**src/rtl/uart_rx_pkg.sv**
```systemverilog
package uart_rx_pkg;

  typedef enum logic [2:0] {
    ST_IDLE   = 3'd0,
    ST_START  = 3'd1,
    ST_DATA   = 3'd2,
    ST_PARITY = 3'd3,
    ST_STOP   = 3'd4,
    ST_HOLD   = 3'd5
  } rx_state_e;

endpackage

```
**src/rtl/rx_line_sync.sv**
```systemverilog
module rx_line_sync #(
  parameter int STAGES = 2
) (
  input  logic clk,
  input  logic rst_n,
  input  logic raw_in,
  input  logic invert,
  output logic line
);

  logic [STAGES-1:0] sync_q;
  logic [STAGES-1:0] sync_d;
  logic              polar;

  // Polarity is fixed before the first flop so a config change walks
  // through the synchroniser like any other line transition.
  assign polar = raw_in ^ invert;

  generate
    if (STAGES == 1) begin : g_one
      assign sync_d = polar;
    end else begin : g_many
      assign sync_d = {sync_q[STAGES-2:0], polar};
    end
  endgenerate

  always_ff @(posedge clk or negedge rst_n) begin
    if (!rst_n) begin
      sync_q <= '1;
    end else begin
      sync_q <= sync_d;
    end
  end

  assign line = sync_q[STAGES-1];

endmodule

```
**src/rtl/rx_bit_timer.sv**
```systemverilog
module rx_bit_timer #(
  parameter int OVS = 8,
  parameter int MID = 2
) (
  input  logic clk,
  input  logic rst_n,
  input  logic run,
  input  logic restart,
  input  logic in_data,
  output logic mid_tick,
  output logic data_clk
);

  localparam int CW        = $clog2(OVS);
  localparam int HALF      = OVS / 2;
  localparam int LOW_START = (MID + 1 + OVS - HALF) % OVS;

  logic [CW-1:0] cnt_q;
  logic [CW-1:0] cnt_d;
  logic [CW-1:0] phase;

  always_comb begin
    cnt_d = cnt_q;
    if (restart || !run) begin
      cnt_d = '0;
    end else begin
      cnt_d = cnt_q + 1'b1;
    end
  end

  always_ff @(posedge clk or negedge rst_n) begin
    if (!rst_n) begin
      cnt_q <= '0;
    end else begin
      cnt_q <= cnt_d;
    end
  end

  assign mid_tick = run && (cnt_q == CW'(MID));

  // Low for the half period that ends at the sampling edge, so the
  // rising edge lands one clock after each data capture.
  assign phase    = cnt_q - CW'(LOW_START);
  assign data_clk = in_data ? (phase >= CW'(HALF)) : 1'b1;

endmodule

```
**src/rtl/rx_frame_fsm.sv**
```systemverilog
module rx_frame_fsm
  import uart_rx_pkg::*;
#(
  parameter int DATA_BITS = 8
) (
  input  logic                 clk,
  input  logic                 rst_n,
  input  logic                 line,
  input  logic                 mid_tick,
  input  logic                 par_en,
  input  logic                 par_odd,
  output rx_state_e            state,
  output logic                 start_seen,
  output logic                 done,
  output logic                 stop_ok,
  output logic                 par_bad,
  output logic [DATA_BITS-1:0] done_data
);

  localparam int IW = (DATA_BITS > 1) ? $clog2(DATA_BITS) : 1;

  rx_state_e            state_q, state_d;
  logic [IW-1:0]        idx_q, idx_d;
  logic [DATA_BITS-1:0] shreg_q, shreg_d;
  logic                 pbad_q, pbad_d;

  always_comb begin
    state_d    = state_q;
    idx_d      = idx_q;
    shreg_d    = shreg_q;
    pbad_d     = pbad_q;
    start_seen = 1'b0;
    done       = 1'b0;
    case (state_q)
      ST_IDLE: begin
        if (!line) begin
          state_d    = ST_START;
          start_seen = 1'b1;
        end
      end
      ST_START: begin
        if (mid_tick) begin
          if (line) begin
            state_d = ST_IDLE;
          end else begin
            state_d = ST_DATA;
            idx_d   = '0;
            pbad_d  = 1'b0;
          end
        end
      end
      ST_DATA: begin
        if (mid_tick) begin
          shreg_d = {line, shreg_q[DATA_BITS-1:1]};
          idx_d   = idx_q + 1'b1;
          if (idx_q == IW'(DATA_BITS - 1)) begin
            state_d = par_en ? ST_PARITY : ST_STOP;
          end
        end
      end
      ST_PARITY: begin
        if (mid_tick) begin
          pbad_d  = ((^shreg_q) ^ line) != par_odd;
          state_d = ST_STOP;
        end
      end
      ST_STOP: begin
        if (mid_tick) begin
          done    = 1'b1;
          state_d = line ? ST_IDLE : ST_HOLD;
        end
      end
      ST_HOLD: begin
        if (line) begin
          state_d = ST_IDLE;
        end
      end
      default: state_d = ST_IDLE;
    endcase
  end

  always_ff @(posedge clk or negedge rst_n) begin
    if (!rst_n) begin
      state_q <= ST_IDLE;
      idx_q   <= '0;
      shreg_q <= '0;
      pbad_q  <= 1'b0;
    end else begin
      state_q <= state_d;
      idx_q   <= idx_d;
      shreg_q <= shreg_d;
      pbad_q  <= pbad_d;
    end
  end

  assign state     = state_q;
  assign stop_ok   = line;
  assign par_bad   = pbad_q;
  assign done_data = shreg_q;

endmodule

```
**src/rtl/rx_result_regs.sv**
```systemverilog
module rx_result_regs #(
  parameter int DATA_BITS = 8
) (
  input  logic                 clk,
  input  logic                 rst_n,
  input  logic                 done,
  input  logic [DATA_BITS-1:0] done_data,
  input  logic                 stop_ok,
  input  logic                 par_bad,
  input  logic                 buf_rd,
  input  logic                 stat_rd,
  input  logic                 irq_en,
  output logic [DATA_BITS-1:0] rx_data,
  output logic                 rx_full,
  output logic                 err_frame,
  output logic                 err_overrun,
  output logic                 err_parity,
  output logic                 irq
);

  logic [DATA_BITS-1:0] data_q, data_d;
  logic                 full_q, full_d;
  logic                 fe_q, fe_d;
  logic                 oe_q, oe_d;
  logic                 pe_q, pe_d;

  always_comb begin
    data_d = data_q;
    full_d = full_q;
    fe_d   = fe_q;
    oe_d   = oe_q;
    pe_d   = pe_q;
    if (buf_rd) begin
      full_d = 1'b0;
    end
    if (stat_rd) begin
      fe_d = 1'b0;
      oe_d = 1'b0;
      pe_d = 1'b0;
    end
    if (done) begin
      data_d = done_data;
      full_d = 1'b1;
      if (!stop_ok) begin
        fe_d = 1'b1;
      end
      if (full_q && !buf_rd) begin
        oe_d = 1'b1;
      end
      if (par_bad) begin
        pe_d = 1'b1;
      end
    end
  end

  always_ff @(posedge clk or negedge rst_n) begin
    if (!rst_n) begin
      data_q <= '0;
      full_q <= 1'b0;
      fe_q   <= 1'b0;
      oe_q   <= 1'b0;
      pe_q   <= 1'b0;
    end else begin
      data_q <= data_d;
      full_q <= full_d;
      fe_q   <= fe_d;
      oe_q   <= oe_d;
      pe_q   <= pe_d;
    end
  end

  assign rx_data     = data_q;
  assign rx_full     = full_q;
  assign err_frame   = fe_q;
  assign err_overrun = oe_q;
  assign err_parity  = pe_q;
  assign irq         = irq_en & full_q;

endmodule

```
**src/rtl/uart_rx_core.sv**
```systemverilog
module uart_rx_core
  import uart_rx_pkg::*;
#(
  parameter int OVERSAMPLE  = 8,
  parameter int DATA_BITS   = 8,
  parameter int SYNC_STAGES = 2
) (
  input  logic                 clk,
  input  logic                 rst_n,
  input  logic                 rx_in,
  input  logic                 cfg_invert,
  input  logic                 cfg_parity_en,
  input  logic                 cfg_parity_odd,
  input  logic                 cfg_irq_en,
  input  logic                 buf_rd,
  input  logic                 stat_rd,
  output logic [DATA_BITS-1:0] rx_data,
  output logic                 rx_full,
  output logic                 err_frame,
  output logic                 err_overrun,
  output logic                 err_parity,
  output logic                 irq,
  output logic                 data_clk
);

  // Sampling count inside a bit, pulled earlier by the synchroniser
  // latency so the capture lands at the bit centre on the pin.
  localparam int MID_RAW   = OVERSAMPLE / 2 - SYNC_STAGES;
  localparam int MID_COUNT = (MID_RAW < 0) ? 0 : MID_RAW;

  logic                 line;
  logic                 mid_tick;
  logic                 start_seen;
  logic                 frame_done;
  logic                 stop_ok;
  logic                 par_bad;
  logic [DATA_BITS-1:0] frame_byte;
  rx_state_e            fsm_state;
  logic                 timer_run;
  logic                 in_data;

  rx_line_sync #(
    .STAGES (SYNC_STAGES)
  ) u_sync (
    .clk    (clk),
    .rst_n  (rst_n),
    .raw_in (rx_in),
    .invert (cfg_invert),
    .line   (line)
  );

  assign timer_run = (fsm_state != ST_IDLE) && (fsm_state != ST_HOLD);
  assign in_data   = (fsm_state == ST_DATA);

  rx_bit_timer #(
    .OVS (OVERSAMPLE),
    .MID (MID_COUNT)
  ) u_timer (
    .clk      (clk),
    .rst_n    (rst_n),
    .run      (timer_run),
    .restart  (start_seen),
    .in_data  (in_data),
    .mid_tick (mid_tick),
    .data_clk (data_clk)
  );

  rx_frame_fsm #(
    .DATA_BITS (DATA_BITS)
  ) u_fsm (
    .clk        (clk),
    .rst_n      (rst_n),
    .line       (line),
    .mid_tick   (mid_tick),
    .par_en     (cfg_parity_en),
    .par_odd    (cfg_parity_odd),
    .state      (fsm_state),
    .start_seen (start_seen),
    .done       (frame_done),
    .stop_ok    (stop_ok),
    .par_bad    (par_bad),
    .done_data  (frame_byte)
  );

  rx_result_regs #(
    .DATA_BITS (DATA_BITS)
  ) u_regs (
    .clk         (clk),
    .rst_n       (rst_n),
    .done        (frame_done),
    .done_data   (frame_byte),
    .stop_ok     (stop_ok),
    .par_bad     (par_bad),
    .buf_rd      (buf_rd),
    .stat_rd     (stat_rd),
    .irq_en      (cfg_irq_en),
    .rx_data     (rx_data),
    .rx_full     (rx_full),
    .err_frame   (err_frame),
    .err_overrun (err_overrun),
    .err_parity  (err_parity),
    .irq         (irq)
  );

endmodule

```
**config.mk**
```make
export PLATFORM = sky130hd
export DESIGN_NAME = uart_rx_core
export DESIGN_NICKNAME = d
export VERILOG_FILES = /design/src/rtl/uart_rx_pkg.sv /design/src/rtl/rx_line_sync.sv /design/src/rtl/rx_bit_timer.sv /design/src/rtl/rx_frame_fsm.sv /design/src/rtl/rx_result_regs.sv /design/src/rtl/uart_rx_core.sv
export SDC_FILE = /design/constraint.sdc
export NUM_CORES = 1
export LEC_CHECK = 0
export BUFFER_PORTS_ARGS = -buffer_cell sky130_fd_sc_hd__buf_4
export CAP_MARGIN = 20
export CORE_MARGIN = 5
export CORE_UTILIZATION = 30
export DETAILED_ROUTE_END_ITERATION = 6
export PLACE_DENSITY = 0.5
export SETUP_SLACK_MARGIN = 0.15
export SYNTH_ARGS = -nofsm -noshare
export SYNTH_HDL_FRONTEND = slang
export SYNTH_SLANG_ARGS = --single-unit
export TNS_END_PERCENT = 50
```
**constraint.sdc**
```tcl
create_clock -name clk -period 2.1 [get_ports clk]
set_clock_uncertainty 0.1 [all_clocks]
set_input_delay 0.315 -clock clk [delete_from_list [all_inputs] [get_ports clk]]
set_output_delay 0.315 -clock clk [all_outputs]
set_load 0.03 [all_outputs]
```
==> flow_metrics.py <==
metrics = {
    "timing": {
        "tightestPinTransition_ns": 0.537,
        "setup_slack_ns": 0.275,
        "finalSetupTns_ns": 0,
        "post-route-min-period_ns": 1.83,
        "slew_violations": 0,
        "hold_viol": 0,
        "relSlewSlack": 0.639,
        "setup_violations": 0,
        "clock.fmax_mhz": 548,
        "rsz0062_at_grt": "false",
        "fin_crit_sh": 0.869,
    },
    "routing": {
        "dr.pass1.iters": 4,
        "postRouteWirelength_um": 2900,
        "ant_nets": 0,
        "drc": 0,
        "routed_via_density": 4.52,
        "wire_per_inst_um": 13.0,
        "drtIter0Drc": 33,
        "via_count": 1013,
    },
    "synth": {
        "syn_area_mm2": 0.00159,
        "synth_compound_area_frac": 0.0828,
        "syn_inst": 129,
        "synth_fa_ha_area_frac": 0.0315,
        "ys_ff_latch": 32,
        "yosys.area.top_type": "dfrtp_1",
        "synthDistinctLibCells": 34,
        "synthXorXnorAreaFrac": 0.0749,
        "synth_top_area_frac": 0.473,
        "synth.area.top_cells": "dfrtp_1 47%, mux2_2 7.1%, mux2_4 5.7%, xnor2_1 5.0%, dfstp_2 3.3%",
        "synth_mux_area_frac": 0.147,
        "yosysWarningCount": 0,
        "synth_top_family_by_area": "multiplexers",
        "syn-num-nets": 142,
        "syn_area_per_cell_um2": 12.3,
        "synth-simple-area-share": 0.110,
        "ys_seq_area_frac": 0.506,
    },
    "min_path": {
        "hold_depth": 2,
        "min_path_type": "in2reg",
        "min_from": "rx_in",
        "holdPathEnd": "u_sync.sync_q[0]",
    },
    "floorplanning": {
        "dieArea_mm2": 0.00684,
        "num_rows": 26,
        "coreArea_mm2": 0.00511,
        "io_pins": 23,
        "fp.dieH_um": 82.7,
        "start_util": 0.311,
        "die_w_um": 82.7,
    },
    "global_route": {
        "grt_max_degree": 33,
        "gr-total-overflow": 0,
        "antenna_found_initial": 0,
        "first_global_vias": 1023,
        "grt_pass1_wl_um": 4890,
        "grtUsageTotal": 0.0977,
    },
    "finish": {
        "final_area_mm2": 0.00193,
        "fin_cells": 224,
        "syn_to_final_growth_pct": 21.8,
        "drive_gt1_frac": 0.357,
        "diodes": 0,
        "fillers": 510,
        "nets": 166,
    },
    "clock_network": {
        "cts_setup_buffers": 0,
        "clk_latency_ns": 0.28,
        "cts_sinks": 32,
        "cts_root_buf": "clkbuf_8",
        "cts_buffer_depth": 2,
        "cts.clk_slew.worst_paths_ns": 0.07,
        "cts_tree": "done",
        "htree_levels": 2,
        "cts_inserted_buffers": 5,
    },
    "place": {
        "place_hpwl_um": 2120,
        "gp_congestion": 0.779,
        "place_ws_ns": 0.278,
        "port_buffers": 22,
        "placedCellCount": 215,
        "placed_area_mm2": 0.00179,
    },
    "setup_path": {
        "startpoint_type": "register",
        "end_kind": "register",
        "crit_path_max_fanout": 12,
        "crit_type": "reg2reg",
        "cp.arrival_ns": 1.90,
        "reg2reg_slack_ns": 0.27,
        "crit_required_ns": 2.17,
        "r2r_cells": 5,
        "timing.rr.end": "u_regs.rx_data[5]",
        "timing.rr.start": "u_timer.cnt_q[0]",
    },
    "status": {
        "status": "finished clean",
    },
    "power": {
        "p_per_area_mw_per_mm2": 1120,
        "p_total_w": 0.00217,
        "vdd_drop_max_uv": 307,
        "leakagePower_nw": 0.936,
    },
    "run": {
        "drv_cap": 0,
    },
}
synthesized netlist by cell type:
master     number
and2b_1         1
or3_4           1
dfrtp_1        30
o22ai_1         6
o32ai_1         2
o22a_1          1
nand2b_1        5
o211a_1         1
ha_1            4
o211ai_1        2
xnor2_1         9
and2_1          1
dfstp_2         2
or2_2           1
buf_6           3
a32oi_1         1
nor2_1         10
a21oi_1         1
nand2b_4        2
nand4b_1        1
mux2_4          6
a2bb2oi_1       1
clkbuf_1        1
buf_2           3
inv_1           6
xor2_1          2
nand2_1         7
nor4_1          1
mux2_2         10
nor2_2          1
a32o_1          1
mux2i_1         3
xnor3_1         1
o21ai_0         2
power by group:
group | internal, W | leakage (nW) | total (W) | switching (W)
Sequential | 0.000727 | 0.429 | 0.000850 | 0.000123
Combinational | 0.000326 | 0.443 | 0.000673 | 0.000347
Clock | 0.000418 | 0.0645 | 0.000646 | 0.000227
Total | 0.00147 | 0.936 | 0.00217 | 0.000697
logic make-up after synthesis:
kind of cell	count (synthesis)
buffers and inverters	13
DFF	32
muxes	19
adders and majority gates	4
AOI/OAI and AO/OA	18
xor gates and xnor gates	12
and+or+nand+nor	31
worst max path at each step:
stage	endpoint	from	slack, ns
after floorplan	u_regs.rx_data[2]	u_timer.cnt_q[0]	0.34
after global placement	u_regs.rx_data[7]	u_timer.cnt_q[0]	0.31
after detailed placement	u_regs.rx_data[5]	u_timer.cnt_q[0]	0.28
after CTS	data_clk	u_fsm.state[2]	0.21
after global routing	data_clk	u_fsm.state[2]	0.18
final	u_regs.rx_data[5]	u_timer.cnt_q[0]	0.27
placed cells by master, fill, tap and decap left out, types with 3 or more instances in the layout:
cell type  count
clkbuf_8       7
nor2_1        10
mux2_4         6
o22ai_1        6
nand2_1        7
nand2b_1       5
xnor2_1        9
dfrtp_1       29
mux2i_1        3
buf_4         23
mux2_2        10
ha_1           4
inv_1          6
through the flow:
stage	hold slack [ns]	utilization
floorplan	-0.0806	-
global placement	0.178	0.351
detailed placement	0.183	0.351
CTS	0.0602	0.378
global route	0.0509	0.378
finish	0.0693	0.378
cell type report:
type,count,area [µm²],share of cell area
sequential,32,805,0.416
multi-input combinational,84,708,0.367
timing repair buffer,24,183,0.0946
clock buffer,7,96.3,0.0499
tap,70,87.6,0.0453
clock inverter,1,30.0,0.0155
inverter,6,22.5,0.0117
sequential cells by signal, indices dropped and copies added, names as in the netlist:
name / flops
u_regs.err_parity: 1
u_fsm.done_data: 8
u_regs.rx_data: 8
u_fsm.idx_q: 3
u_regs.err_overrun: 1
u_fsm.par_bad: 1
u_fsm.state: 3
u_timer.cnt_q: 3
u_regs.err_frame: 1
u_sync.sync_q: 2
u_regs.rx_full: 1
per-layer routing:
metal,GRT usage,wire length [µm]
met1,0.121,1350
met2,0.151,1310
met3,0.0325,186
met4,0.0490,58
met5,0,0
timing repair:
action,in CTS,in global routing
gates resized for setup,0,1
hold endpoints to repair,30,0
hold buffers,1,0
endpoints found under the setup margin,0,1
worst max-delay path, stage by stage, from the launching register on:
cell,delay (ns)
dfrtp_1,0.40
inv_1,0.06
ha_1,0.15
nand2b_1,0.18
or3_4,0.49
mux2_4,0.33
Power figures use the tool's default switching activity.
